**src/rtl/spi_fl_pkg.sv**
```systemverilog
package spi_fl_pkg;
  localparam int OFF_CFG = 'h00;
  localparam int OFF_CTL = 'h08;
  localparam int OFF_DAT = 'h0C;

  // control register field positions
  localparam int B_CS0   = 31;
  localparam int B_CS1   = 30;
  localparam int B_LENHI = 29;
  localparam int B_LENLO = 28;
  localparam int B_RDY   = 27;
  localparam int B_SEL   = 24;
  // configuration register field positions
  localparam int B_RXBE  = 28;
  localparam int B_TXBE  = 27;

  localparam logic [1:0] LEN_WORD = 2'd3;

  function automatic logic [31:0] bswap32(input logic [31:0] w);
    return {w[7:0], w[15:8], w[23:16], w[31:24]};
  endfunction

  // word placed in the shift register, first serial bit at [31]
  function automatic logic [31:0] tx_load(input logic [31:0] w, input logic four,
                                          input logic be);
    if (!four) return {w[31:24], 24'h0};
    return be ? w : bswap32(w);
  endfunction

  // word presented to software from the received stream (first bit oldest)
  function automatic logic [31:0] rx_pack(input logic [31:0] sr, input logic four,
                                          input logic be);
    if (!four) return {sr[7:0], 24'h0};
    return be ? sr : bswap32(sr);
  endfunction

  function automatic logic [5:0] xfer_bits(input logic four);
    return four ? 6'd32 : 6'd8;
  endfunction
endpackage

```
**src/rtl/spi_fl_regs.sv**
```systemverilog
module spi_fl_regs
  import spi_fl_pkg::*;
#(
  parameter int AW = 4
) (
  input  logic          clk,
  input  logic          rst_n,
  input  logic          sel,
  input  logic          wr,
  input  logic [AW-1:0] addr,
  input  logic [31:0]   wdata,
  input  logic          busy,
  input  logic [31:0]   rx_word,
  output logic [31:0]   rdata,
  output logic          start_tx,
  output logic          start_rx,
  output logic          four,
  output logic          tx_be,
  output logic          rx_be,
  output logic [1:0]    cs_n
);
  logic       rx_be_q, tx_be_q, sel_q;
  logic [1:0] cs_lvl;   // [0] = select 0 level
  logic [1:0] len_q;

  logic hit_cfg, hit_ctl, hit_dat, ctl_take, auto_rx;
  logic new_sel, old_lvl, new_lvl;
  logic [1:0] len_eff;

  assign hit_cfg = sel && (addr == AW'(OFF_CFG));
  assign hit_ctl = sel && (addr == AW'(OFF_CTL));
  assign hit_dat = sel && (addr == AW'(OFF_DAT));
  assign ctl_take = hit_ctl && wr && !busy;

  assign new_sel = wdata[B_SEL];
  assign old_lvl = cs_lvl[new_sel];
  assign new_lvl = new_sel ? wdata[B_CS1] : wdata[B_CS0];
  assign auto_rx = ctl_take && old_lvl && !new_lvl;

  assign len_eff  = ctl_take ? wdata[B_LENHI:B_LENLO] : len_q;
  assign four     = (len_eff == LEN_WORD);
  assign start_tx = hit_dat && wr && !busy;
  assign start_rx = (hit_dat && !wr && !busy) || auto_rx;
  assign tx_be    = tx_be_q;
  assign rx_be    = rx_be_q;
  assign cs_n     = cs_lvl;

  always_ff @(posedge clk or negedge rst_n) begin
    if (!rst_n) begin
      rx_be_q <= 1'b0;
      tx_be_q <= 1'b0;
      sel_q   <= 1'b0;
      cs_lvl  <= 2'b11;
      len_q   <= 2'd0;
    end else begin
      if (hit_cfg && wr) begin
        rx_be_q <= wdata[B_RXBE];
        tx_be_q <= wdata[B_TXBE];
      end
      if (ctl_take) begin
        cs_lvl <= {wdata[B_CS1], wdata[B_CS0]};
        len_q  <= wdata[B_LENHI:B_LENLO];
        sel_q  <= wdata[B_SEL];
      end
    end
  end

  always_comb begin
    rdata = 32'h0;
    if (hit_cfg) begin
      rdata[B_RXBE] = rx_be_q;
      rdata[B_TXBE] = tx_be_q;
    end else if (hit_ctl) begin
      rdata[B_CS0]           = cs_lvl[0];
      rdata[B_CS1]           = cs_lvl[1];
      rdata[B_LENHI:B_LENLO] = len_q;
      rdata[B_RDY]           = !busy;
      rdata[B_SEL]           = sel_q;
    end else if (hit_dat) begin
      rdata = rx_word;
    end
  end
endmodule

```
**src/rtl/spi_fl_shift.sv**
```systemverilog
module spi_fl_shift
  import spi_fl_pkg::*;
#(
  parameter int DIV = 4
) (
  input  logic        clk,
  input  logic        rst_n,
  input  logic        start_tx,
  input  logic        start_rx,
  input  logic        four,
  input  logic        tx_be,
  input  logic        rx_be,
  input  logic [31:0] tx_word,
  input  logic        miso,
  output logic        start,
  output logic        busy,
  output logic        done,
  output logic        xfer_four,
  output logic        rx_mode,
  output logic        sclk,
  output logic        mosi,
  output logic [31:0] rx_word
);
  localparam int HALF = (DIV < 2) ? 1 : DIV / 2;
  localparam int CW   = (HALF > 1) ? $clog2(HALF) : 1;

  logic          busy_q, sclk_q, four_q, rxm_q, rxbe_q;
  logic [CW-1:0] div_q;
  logic [5:0]    bits_q;
  logic [31:0]   tx_sr, rx_sr, rx_q;
  logic          tick;

  assign tick      = (div_q == CW'(HALF - 1));
  assign start     = (start_tx || start_rx) && !busy_q;
  assign done      = busy_q && tick && sclk_q && (bits_q == 6'd1);
  assign busy      = busy_q;
  assign sclk      = sclk_q;
  assign mosi      = tx_sr[31];
  assign xfer_four = four_q;
  assign rx_mode   = rxm_q;
  assign rx_word   = rx_q;

  always_ff @(posedge clk or negedge rst_n) begin
    if (!rst_n) begin
      busy_q <= 1'b0;
      sclk_q <= 1'b0;
      four_q <= 1'b0;
      rxm_q  <= 1'b0;
      rxbe_q <= 1'b0;
      div_q  <= '0;
      bits_q <= '0;
      tx_sr  <= '0;
      rx_sr  <= '0;
      rx_q   <= '0;
    end else if (start) begin
      busy_q <= 1'b1;
      sclk_q <= 1'b0;
      div_q  <= '0;
      four_q <= four;
      rxm_q  <= start_rx;
      rxbe_q <= rx_be;
      bits_q <= xfer_bits(four);
      tx_sr  <= start_rx ? 32'h0 : tx_load(tx_word, four, tx_be);
      rx_sr  <= '0;
    end else if (busy_q) begin
      if (tick) begin
        div_q  <= '0;
        sclk_q <= !sclk_q;
        if (!sclk_q) begin
          rx_sr <= {rx_sr[30:0], miso};
        end else begin
          tx_sr  <= {tx_sr[30:0], 1'b0};
          bits_q <= bits_q - 6'd1;
          if (bits_q == 6'd1) begin
            busy_q <= 1'b0;
            if (rxm_q) rx_q <= rx_pack(rx_sr, four_q, rxbe_q);
          end
        end
      end else begin
        div_q <= div_q + CW'(1);
      end
    end
  end
endmodule

```
**src/rtl/spi_flash_ctl.sv**
```systemverilog
module spi_flash_ctl #(
  parameter int AW  = 4,
  parameter int DIV = 4
) (
  input  logic          clk,
  input  logic          rst_n,
  input  logic          bus_sel,
  input  logic          bus_wr,
  input  logic [AW-1:0] bus_addr,
  input  logic [31:0]   bus_wdata,
  output logic [31:0]   bus_rdata,
  output logic          spi_sclk,
  output logic          spi_mosi,
  input  logic          spi_miso,
  output logic [1:0]    spi_cs_n
);
  // named internal events, observed by the bound checker
  logic        eng_start, eng_busy, eng_done, eng_four, eng_rxmode;
  logic        req_tx, req_rx, req_four, cfg_tx_be, cfg_rx_be;
  logic [31:0] rx_word;

  spi_fl_regs #(.AW(AW)) u_regs (
    .clk      (clk),
    .rst_n    (rst_n),
    .sel      (bus_sel),
    .wr       (bus_wr),
    .addr     (bus_addr),
    .wdata    (bus_wdata),
    .busy     (eng_busy),
    .rx_word  (rx_word),
    .rdata    (bus_rdata),
    .start_tx (req_tx),
    .start_rx (req_rx),
    .four     (req_four),
    .tx_be    (cfg_tx_be),
    .rx_be    (cfg_rx_be),
    .cs_n     (spi_cs_n)
  );

  spi_fl_shift #(.DIV(DIV)) u_shift (
    .clk       (clk),
    .rst_n     (rst_n),
    .start_tx  (req_tx),
    .start_rx  (req_rx),
    .four      (req_four),
    .tx_be     (cfg_tx_be),
    .rx_be     (cfg_rx_be),
    .tx_word   (bus_wdata),
    .miso      (spi_miso),
    .start     (eng_start),
    .busy      (eng_busy),
    .done      (eng_done),
    .xfer_four (eng_four),
    .rx_mode   (eng_rxmode),
    .sclk      (spi_sclk),
    .mosi      (spi_mosi),
    .rx_word   (rx_word)
  );
endmodule

```
**config.mk**
```make
export PLATFORM = sky130hd
export DESIGN_NAME = spi_flash_ctl
export DESIGN_NICKNAME = d
export VERILOG_FILES = /design/src/rtl/spi_fl_pkg.sv /design/src/rtl/spi_fl_regs.sv /design/src/rtl/spi_fl_shift.sv /design/src/rtl/spi_flash_ctl.sv
export SDC_FILE = /design/constraint.sdc
export NUM_CORES = 1
export LEC_CHECK = 0
export CAP_MARGIN = 0
export CORE_ASPECT_RATIO = 0.75
export CORE_MARGIN = 2
export CORE_UTILIZATION = 40
export CTS_BUF_LIST = sky130_fd_sc_hd__clkbuf_8
export CTS_CLUSTER_DIAMETER = 30
export DETAILED_ROUTE_END_ITERATION = 10
export GPL_ROUTABILITY_DRIVEN = 0
export SYNTH_ARGS = -nofsm -noshare
export SYNTH_HDL_FRONTEND = slang
export SYNTH_HIERARCHICAL = 1
export SYNTH_SLANG_ARGS = --single-unit
```
**constraint.sdc**
```tcl
create_clock -name clk -period 3 [get_ports clk]
set_clock_uncertainty 0.2 [all_clocks]
set_input_delay 0.75 -clock clk [delete_from_list [all_inputs] [get_ports clk]]
set_output_delay 0.75 -clock clk [all_outputs]
set_load 0.02 [all_outputs]
```
==> summary by stage, run 1 <==
Run status
The run finished with clean final reports.

Worst setup path
Walking the worst path, the cells encountered are dlygate4sd2_1 -> nand4bb_4 -> nor2_4 -> buf_12 -> buf_16 -> buf_12 -> buf_6 -> o2bb2ai_4 -> buf_6. The startpoint type of the worst setup path is an input pin. STA puts the critical path data required time at 2.05 ns. In this design, the stage delay of the slowest critical-path cell is 0.26 ns. The critical path in this run is classified as input pin to primary output. The maximum fanout along the worst path is 7. The sort of element at the end of the critical path is a primary output. Among all stages on the critical path, the largest delay is contributed by dlygate4sd2_1. The data arrival time of the worst path is 1.99 ns.

Clock tree
The count of clock tree sinks is 115. Clock latency on the worst-skew pair, taken at its later pin, is 0.44 ns. The clock transition time at the flip-flop clock pins of the worst setup and hold paths is 0.08 ns. The TritonCTS clock tree is done. The quantity of hold-fixing buffers added after cts is 0. The clock passes through at most 2 buffers. The H-tree depth reported by CTS is 4.

The total clock buffers created by CTS is 17. The clock tree root driver cell is clkbuf_8.

STA
Setup violations remaining at the end of the flow were counted as 0. The maximum clock rate is 340 MHz. The number of hold violations in the final report is 0.

The final-report max-slew violation count is 0. The share of the clock period used by the worst path is 98.1%. The final setup TNS is 0 ns. The shortest period the worst path allows is 2.94 ns. The worst-case hold slack is 0.0990 ns. Measured against its own limit, the worst slew margin works out to 51.4%. Setup repair after global routing left no endpoint under its margin. The slew at the pin closest to its max-slew limit is 0.728 ns.

Detailed routing
The uppermost layer routed is met4. The count of antenna-violating nets left after detailed routing is 0. The total via count in the routed design is 4,363. The violation count after the first detailed-routing iteration is 256. The detailed route wirelength on metal3 is 512 microns. In the final routed layout, each cell accounts on average for 17.7 microns. Using the TritonRoute via totals, the vias-per-cell ratio works out to 5.35.

The wire length on met2 is 6580 microns. In the routed design, unresolved DRC markers number 0. The wire length reported by the detailed router is 14,500 microns. The first-pass iteration count of the detailed router is 5. After detailed routing, the wire length on met1 is 7200 microns.

Yosys
The cell count after synthesis came out at 509. The synthesis-stage register bit count is 115. In this run, synthesis inferred 0 flip-flops with an integrated enable. By instance count, the leading cell after synthesis is dfrtp_1. In the synthesized netlist the async set-or-reset flop fraction comes to 100%. The cell area that synthesis handed to floorplanning was 6060 sq um.

The number of distinct standard cells referenced by the synthesized netlist is 50. The number of synthesis warnings is 6. The proportion of netlist area held by the largest area contributor is 46.7%. The number of nets in the synthesized netlist is 552. The commonest register cell after synthesis is dfrtp_1. After synthesis, flip-flops and latches occupy 47.5% of the total area.

In the synthesized netlist, the cells that appear most often are dfrtp_1 (113), mux2i_1 (47), mux2_2 (35), a22o_1 (32), mux2_4 (32). Sorting the synthesized cells by area gives the leading types as dfrtp_1 (47%), mux2_4 (7.9%), mux2i_1 (7.8%). A synthesized cell averages 11.9 sq um. The synthesized design spends more area on one cell type than any other, namely dfrtp_1.

Die
The count of pins on the block boundary is 77. The core outline area is 14,600 sq um. The number of rows created at floorplan is 38. The die extent in y is 111 microns. The width of the die is 146 microns. The initial utilization of the core area, before any placement, comes to 41.4%. The die covers 16,200 sq um.

Final layout
The post-layout net count is 646. Counting the fill cells in the layout gives 1,310. Once layout is complete, the utilization of the core stands at 52.7%. Of the cells placed in the final design, the portion with a size suffix greater than 1 is 30.5%. The post-route standard cell area excluding fillers is 7710 sq um. The number of antenna diodes in the final layout is 0. Relative to the synthesized area, the layout overhead comes to 27.3%.

GRT
Global routing consumed, over all layers together, 18.7% of the routing resources. Entering global routing, the biggest net connects 42 pins. The number of antenna violations at the first check in global routing is 0. The wire length of the first global-routing pass is 24,000 microns. The number of global-route vias before repair is 4,511. Global routing finished with a remaining overflow of 0.

Hold path
The worst hold-check path type is input pin to asynchronous set/reset pin.

Place
The placed instances occupy a cell area of 7150 sq um. The wire-length estimate of the detail-placed layout is 9480 microns. In this run the tool buffered the top-level ports with 76 buffer cells.

Pwr
The cell leakage power is 3.39 nW. The power per cell area is 665 nW/um^2. Across the VDD grid, the largest voltage drop is 0.445 mV. Total power for the finished layout comes to 5.13 mW.

Flow run
Across the run, the number of max-cap violations was 0.
-- placed cells by master, fill, tap and decap left out, types with 3 or more instances in the layout --
cell	n
nor2_1	9
clkdlybuf4s15_2	14
dlygate4sd2_1	7
buf_12	9
nor2b_1	25
mux2_1	5
nor3_1	25
clkdlybuf4s50_1	38
and2_1	25
mux2_2	35
and3_1	3
buf_6	5
mux2_4	32
buf_4	34
a22o_1	32
nand2_1	14
inv_1	6
a21oi_1	24
nand3_1	4
o22ai_1	9
a22oi_1	23
buf_2	8
mux2i_1	46
dfrtp_1	113
bufinv_16	3
clkinv_4	7
clkbuf_8	17
-- critical path, delay by kind of cell --
kind	cells	cell delay, ns
AND/OR/NAND/NOR	2	0.28
buffers and inverters	6	0.86
AO/OA/AOI/OAI	1	0.10
-- final timing paths --
kind                                                 from                              to  slack [ns]  cells past startpoint
setup / recovery                                  bus_sel                   bus_rdata[27]        0.06                      9
hold reg to reg            u_shift/rx_word[0]$_DFFE_PN0P_  u_shift/rx_word[0]$_DFFE_PN0P_        0.30                      1
max in group asynchronous                           rst_n      u_regs/cs_n[0]$_DFFE_PN1N_        1.79                      2
min in group clk           u_shift/rx_word[0]$_DFFE_PN0P_  u_shift/rx_word[0]$_DFFE_PN0P_        0.30                      1
hold / removal                                      rst_n   u_shift/rx_sr[27]$_DFFE_PN0P_         0.1                      1
setup reg to reg                   u_shift/busy$_DFF_PN0_   u_shift/tx_sr[12]$_DFFE_PN0P_        0.54                      6
-- power breakdown --
| group | switching [mW] | total [mW] | internal (mW) |
|---|---|---|---|
| combinational | 0.769 | 1.47 | 0.697 |
| sequential | 0.262 | 2.15 | 1.88 |
| clock | 0.692 | 1.52 | 0.827 |
| total | 1.72 | 5.13 | 3.41 |
-- what timing repair did --
action,4_1_cts,5_1_grt
gates resized for setup,133,4
buffers inserted,5,0
setup endpoints to repair,97,10
cloned,2,0
pin swaps,3,2
-- sequential cells by signal, summed over array words and instances, names as in the netlist, 2 cells and up --
register,flops
u_regs/cs_n,2
u_regs/len_q,2
u_shift/bits_q,6
u_shift/rx_sr,32
u_shift/rx_word,32
u_shift/tx_sr,32
-- per-layer routing --
| layer | vias up | global-route usage [%] |
|---|---|---|
| met3 | 15 | 4.30 |
| met5 | - | 0 |
| met4 | 0 | 5.50 |
| li1 | 2058 | - |
| met2 | 83 | 27.5 |
| met1 | 2207 | 27.4 |
-- per-stage QoR --
stage,std cells,setup WS (ns)
final,816,0.0578
after global routing,816,0.0246
after CTS,816,0.00422
after detailed placement,777,-0.701
after global placement,777,-0.571
after floorplan,509,0.0116
-- area by class of cell --
type	instances	area [sq um]	share of cell area, %
Tap cell	200	250	3.24
Inverter	7	26.3	0.341
Multi-Input combinational cell	344	2950	38.2
Clock buffer	17	234	3.03
Sequential cell	115	2880	37.3
Clock inverter	15	185	2.40
Timing Repair Buffer	118	1190	15.4
-- cell families (layout without fill, tap and decap cells) --
kind of cell | after synthesis | after routing | synth area share [%]
AO/OA/AOI/OAI | 99 | 99 | 12.0
flip-flops | 115 | 115 | 47.5
multiplexers | 119 | 119 | 23.1
AND/OR/NAND/NOR | 122 | 122 | 11.7
adder cells (fa/ha/maj) | 2 | 2 | 0.413
XOR/XNOR | 2 | 2 | 0.289
buffers and inverters | 50 | 157 | 4.89
Power figures use the tool's default switching activity.
==> run 2, diff against run 1 <==
- CORE_ASPECT_RATIO: 0.75 -> not set
==> run 2 against run 1 <==
  * Total power is 7.0% lower
  * Largest power group unchanged
  * Fmax is 0.48% lower
  * Register-to-register slack better by 0.08 ns
  * Largest cell class unchanged
  * Global-route usage is 0.63 points lower
==> summary by stage, run 2 (synthesis gave the netlist of run 1 again) <==
STA
The worst relative slew slack came to 52.6% (+1.3 points). The final-report max-slew violation count is 0 (unchanged). The maximum clock rate came to 338 MHz (-0.48%). The share of the clock period used by the worst path is 98.5% (+0.48 points). The slew at the pin closest to its max-slew limit is 0.709 ns (-0.0189 ns). Setup repair after global routing could not meet its margin everywhere. The final-report setup violation count is 0 (unchanged). The shortest period the worst path allows is 2.96 ns (+0.0143 ns). The number of hold violations in the final report is 0 (unchanged). The final setup TNS came to 0 ns (unchanged).

Die
The number of rows created at floorplan is 44 (+16%). The die extent in y is 127 microns (+15%). The width of the die is 127 microns (-13%). The area of the die is 16,100 sq um (about the same). The initial cell density of the core was 41.4% (unchanged). The core outline area is 14,600 sq um (unchanged). The count of pins on the block boundary is 77 (unchanged).

Pwr
The maximum resistive drop on vdd was 0.294 mV (-34%). The cell leakage power is 3.34 nW (-1.2%). The power per cell area is 633 nW/um^2 (-4.8%).

GRT
The maximum number of pins on one net before global-route repair was 99 (+140%). The wire length of the first global-routing pass is 22,800 microns (-4.8%). The total routing resource utilization after global routing is 18.0% (-0.63 points). The number of antenna violations at the first check in global routing was 0 (unchanged). The number of global-route vias before repair is 4,327 (-4.1%).

The total congestion overflow is 0 (unchanged).

Final layout
The share of final-layout standard cells stronger than drive strength 1 is 29.8% (-0.70 points). The area growth from synthesis to final layout is 24.3%. The commonest non-fill, non-tap cell in the layout is dfrtp_1. The final cell utilization of the core is 51.4% (-1.3 points). The post-layout net count is 640 (-0.93%).

The count of antenna diodes in the layout is 0 (unchanged). The top cell types in the final layout, fill and taps aside, are dfrtp_1 (113), mux2i_1 (47), clkdlybuf4s50_1 (38). The post-route standard cell area excluding fillers is 7530 sq um (-2.4%).

Clock tree
The cell sitting at the root of the clock tree is a clkbuf_8. The count of clock tree sinks is 115 (unchanged). The H-tree depth reported by CTS came to 4 (unchanged). The clock transition time at the flip-flop clock pins of the worst setup and hold paths is 0.06 ns (-0.02 ns). The maximum buffer depth of the clock tree is 2 (unchanged). The clock insertion delay at the later pin of the skew report is 0.44 ns (about the same). The TritonCTS clock tree is done. The total clock buffers created by CTS is 17 (unchanged).

Run status
The flow ran to the end, and the final reports show no timing, DRC or antenna violations.

Worst setup path
The data required time at the worst endpoint is 2.05 ns (about the same). The maximum fanout along the worst path was 6 (-1). The worst setup path is captured at a primary output.

The largest stage delay on the critical path is 0.30 ns (+0.04 ns). The worst setup path is launched from an input pin. The critical path is of the input pin to primary output type. The master of the slowest instance on the critical path is bufbuf_16. The signal on the critical path passes through clkdlybuf4s15_1 -> nand4bb_4 -> nor2_4 -> bufbuf_16 -> and2_1 -> buf_2.

The data arrival time of the worst path is 2.01 ns (+0.02 ns).

Hold path
The worst hold-check path type is flop to flop.

Place
The detailed-placement wirelength estimate is 9240 microns (-2.5%). The standard cell area after detailed placement came to 7090 sq um (-0.80%). The number of input and output port buffers inserted is 76 (unchanged).

Detailed routing
The first-pass iteration count of the detailed router is 4 (-1). The wire length reported by the detailed router was 14,100 microns (-2.2%). The number of vias per cell after detailed routing is 5.42 (+1.4%). The DRC violations left was 0 (unchanged). The average wire per cell in the routed design came to 17.9 microns (+0.89%). The violation count after the first detailed-routing iteration was 287 (+12%).

The count of antenna-violating nets left after detailed routing was 0 (unchanged). The total via count in the routed design is 4,288 (-1.7%).

Flow run
The max-cap check violation count is 0 (unchanged).
-- run 2: cell types whose count changed in the layout (fill, tap and decap cells not counted), sizes merged --
cell	delta
inv	+2
clkinv	-4
clkbuf	+3
dlygate4sd3	+1
bufinv	-3
buf	-2
bufbuf	+1
clkdlybuf4s15	-3
dlygate4sd2	-3
clkinvlp	-1
-- run 2: layout make-up --
type / instances / area, sq um
repair buffers: 112 / 1130
clock buffers: 20 / 275
well taps: 184 / 230
flip-flops and latches: 115 / 2880
fillers: 1318 / 7120
clock inverters: 9 / 43.8
inverters: 7 / 26.3
multi-input cells: 344 / 2950
-- run 2: final timing paths --
kind	from	endpoint	slack [ns]	cells past startpoint
max	bus_addr[1]	bus_rdata[18]	0.04	6
min	u_regs/sel_q$_DFFE_PN0N_	u_regs/sel_q$_DFFE_PN0N_	0.29	1
max reg2reg	u_shift/busy$_DFF_PN0_	u_shift/tx_sr[18]$_DFFE_PN0P_	0.62	7
max in group asynchronous	rst_n	u_shift/tx_sr[4]$_DFFE_PN0P_	1.25	3
min reg2reg	u_regs/sel_q$_DFFE_PN0N_	u_regs/sel_q$_DFFE_PN0N_	0.29	1
min in group asynchronous	rst_n	u_shift/rx_word[1]$_DFFE_PN0P_	0.52	2
-- run 2: worst max-delay path, delay by kind of cell --
family,cells,cell delay (ns)
buffers and inverters,3,0.66
and+or+nand+nor,3,0.59
-- run 2: routing by layer --
metal	GRT usage, %	share of wire [%]	up-vias
met1	24.7	47	2157
met2	28.1	49	94
met5	0	0	-
met4	5.62	0.63	0
li1	-	-	2031
met3	4.86	4.0	6
-- run 2: where the power goes --
part	switching [mW]	internal, mW	total, mW	leakage (nW)
Combinational	0.734	0.692	1.43	1.69
Sequential	0.268	1.88	2.15	1.47
Clock	0.585	0.604	1.19	0.179
Total	1.59	3.18	4.77	3.34
-- run 2: through the flow --
stage	setup WS, ns	hold slack (ns)	std cells	total power [mW]
after global routing	-0.0309	0.319	791	5.07
after detailed placement	-0.603	0.282	756	3.59
final	0.0436	0.292	791	4.77
after CTS	-0.0315	0.296	789	4.81
after floorplan	0.0116	0.254	509	3.17
after global placement	-0.543	0.286	756	3.55
-- run 2: repair_timing --
action                                 in CTS  in global routing
gates cloned                                2                  1
pin swaps                                   1                  2
hold buffers                                1                  0
resized for setup                         130                 27
setup endpoints to repair                  95                 59
endpoints found under the hold margin      17                  0
setup buffers                               1                  1
==> run 3, diff against run 2 <==
- CORE_UTILIZATION: 40 -> 58
- PLACE_DENSITY: not set -> 0.83
- RECOVER_POWER: not set -> 25
==> run 3 against run 2 <==
  * Sequential share of layout area up 0.71 points
  * Setup slack better by 0.014 ns
  * Clock power up 10%
  * Hold slack better by 0.0072 ns
  * Combinational power about the same
  * Critical path depth down 1
  * Cell area down 1.8%
  * Largest cell class unchanged
  * Highest routed layer is now met5
==> summary by stage, run 3 (synthesis gave the netlist of run 1 again) <==
Run status
The flow ran to the end, and the final reports show no timing, DRC or antenna violations.

Pwr
The power per cell area is 667 nW/um^2 (+5.3%). The cell leakage power was 3.37 nW (+0.93%). The maximum resistive drop on vdd is 0.624 mV (+110%).

GRT
The number of antenna violations at the first check in global routing is 1 (+1). The total congestion overflow is 0 (unchanged). The wire length of the first global-routing pass came to 22,900 microns (+0.30%).

The total routing resource utilization after global routing was 26.2% (+8.1 points). The number of global-route vias before repair is 4,559 (+5.4%). The maximum number of pins on one net before global-route repair was 47 (-53%).

Final layout
The top cell types in the final layout, fill and taps aside, are dfrtp_1 (113), mux2i_1 (47), clkdlybuf4s50_1 (38). The post-route standard cell area excluding fillers is 7390 sq um (-1.8%). The filler cell count in the final layout is 703 (-47%).

The share of final-layout standard cells stronger than drive strength 1 is 29.0% (-0.80 points). Relative to the synthesized area, the layout overhead comes to 22.0%. The library cell used most frequently in the layout, excluding fill and tap cells, is dfrtp_1. The count of antenna diodes in the layout came to 0 (unchanged). The final instance count without filler cells is 746 (-5.7%). The register area is 2880 sq um (unchanged). The total area of multi-input combinational cells is 2930 sq um (-0.42%). The post-layout net count was 642 (+0.31%).

Worst setup path
The maximum fanout along the worst path was 6 (unchanged). The data required time at the worst endpoint came to 2.05 ns (about the same). The critical path starts at bus_addr[1]. Following the worst setup path forward leads to its endpoint at bus_rdata[30]. The depth of the worst register-to-register path is 6 (-1). The data arrival time of the worst path is 1.99 ns (-0.02 ns). The critical path is of the input pin to primary output type. The internal reg-to-reg setup slack was 0.60 ns (-0.02 ns). The sort of element at the end of the critical path is a primary output.

The worst register-to-register path begins at u_shift/bits_q[1]$_DFFE_PN0P_. The endpoint identified for the worst register-to-register timing path is u_shift/rx_word[3]$_DFFE_PN0P_. The startpoint type of the worst setup path is an input pin.

STA
The worst relative slew slack is 24.1% (-29 points). The worst-case hold slack is 0.299 ns (+0.00718 ns). The final-report setup violation count was 0 (unchanged).

The slew at the pin closest to its max-slew limit is 1.14 ns (+0.431 ns). Setup repair after global routing left no endpoint under its margin. The final-report max-slew violation count is 0 (unchanged). The shortest period the worst path allows came to 2.94 ns (-0.0136 ns). The share of the clock period used by the worst path is 98.1% (-0.45 points). The number of hold violations in the final report came to 0 (unchanged). The maximum clock rate is 340 MHz (+0.46%).

Detailed routing
The DRC violations left is 0 (unchanged). The count of antenna-violating nets left after detailed routing was 0 (unchanged). The violation count after the first detailed-routing iteration is 214 (-25%). The first-pass iteration count of the detailed router is 5 (+1). The wire length reported by the detailed router was 13,900 microns (-1.5%).

The total via count in the routed design came to 4,474 (+4.3%). The average wire per cell in the routed design is 18.7 microns (+4.5%). The number of vias per cell after detailed routing is 6.00 (+11%).

Clock tree
The count of clock tree sinks was 115 (unchanged). The quantity of hold-fixing buffers added after cts is 0 (-1). Clock tree synthesis selected as its root buffer the cell clkbuf_8. The H-tree depth reported by CTS is 4 (unchanged). The clock transition time at the flip-flop clock pins of the worst setup and hold paths was 0.06 ns (about the same). The clock insertion delay at the later pin of the skew report is 0.42 ns (-0.02 ns).

TritonCTS built the clock tree. The maximum buffer depth of the clock tree is 2 (unchanged). The total clock buffers created by CTS was 17 (unchanged).

Die
The area of the die came to 11,300 sq um (-30%). The count of pins on the block boundary is 77 (unchanged). The die extent in y is 106 microns (-16%).

The core outline area is 10,200 sq um (-30%). The width of the die is 106 microns (-16%). The initial cell density of the core is 59.2% (+18 points). The number of rows created at floorplan was 37 (-16%).

Flow run
The max-cap check violation count is 0 (unchanged).

Place
The instance count after placement with tap cells included came to 713 (-5.7%). The detailed-placement wirelength estimate is 9270 microns (+0.28%). The number of input and output port buffers inserted is 76 (unchanged). The standard cell area after detailed placement is 7080 sq um (-0.14%).

Hold path
The worst hold-check path type is flop to flop.
==> run 3: cell count changes in the layout (fill, tap and decap cells not counted), sizes merged <==
cell	previous run	this run
dlygate4sd2	4	8
clkdlybuf4s15	11	1
clkinvlp	1	0
buf	56	65
dlygate4sd3	1	0
clkbuf	21	24
bufbuf	1	0
bufinv	0	1
clkinv	5	4
==> run 3: through the flow <==
step                      setup TNS [ns]  worst slack (ns)  utilization (%)  total power, mW
after floorplan                        0            0.0116                -             3.17
after global placement            -46.30            -0.542             69.2             3.51
after detailed placement          -52.67            -0.605             69.2             3.60
after CTS                              0          0.000103             73.0             4.94
after global routing                   0            0.0280             72.2             5.21
final                                  0            0.0572             72.2             4.93
==> run 3: power by group <==
part           leakage, nW  internal, mW  total (mW)  switching, mW
Clock                0.204         0.740        1.31          0.570
Combinational         1.70         0.686        1.45          0.764
Sequential            1.47          1.89        2.17          0.284
Total                 3.37          3.31        4.93           1.62
==> run 3: how the worst min path moves through the flow <==
stage                                          startpoint  slack, ns                              end  cells past startpoint
after global placement      u_shift/bits_q[4]$_DFFE_PN0P_       0.28    u_shift/bits_q[4]$_DFFE_PN0P_                      1
after global routing       u_shift/rx_word[4]$_DFFE_PN0P_       0.32   u_shift/rx_word[4]$_DFFE_PN0P_                      1
after CTS                                           rst_n       0.14  u_shift/rx_word[25]$_DFFE_PN0P_                      1
after floorplan                                     rst_n       0.25        u_regs/len_q[0]$_DFF_PN0_                      0
after detailed placement  u_shift/rx_word[21]$_DFFE_PN0P_       0.29  u_shift/rx_word[21]$_DFFE_PN0P_                      1
final                       u_shift/bits_q[4]$_DFFE_PN0P_       0.30    u_shift/bits_q[4]$_DFFE_PN0P_                      1
==> run 3: area by class of cell <==
type | count | area share, %
multi-input cells | 344 | 39.7
flip-flops and latches | 115 | 39.0
repair buffers | 114 | 13.8
clock buffers | 22 | 4.10
well taps | 136 | 2.30
clock inverters | 8 | 0.830
inverters | 7 | 0.356
==> run 3: worst max-delay path, stage by stage <==
cell and delay, ns:
dlygate4sd2_1 0.24, nand4bb_4 0.24, buf_4 0.19, nor2_1 0.22
clkdlybuf4s15_1 0.35
==> run 3: layer usage <==
metal / vias up / wire length, microns / track usage [%]
li1: 2040 / - / -
met5: - / 10 / 0
met4: 2 / 263 / 9.87
met2: 149 / 7110 / 44.4
met3: 26 / 740 / 6.38
met1: 2257 / 5810 / 32.3
==> run 3: timing repair <==
| item | 4_1_cts | 5_1_grt |
|---|---|---|
| pin swaps | 2 | 2 |
| cloned | 1 | 0 |
| buffers inserted | 2 | 0 |
| endpoints found under the setup margin | 93 | 14 |
| hold endpoints to repair | 0 | 0 |
| resized for setup | 122 | 11 |
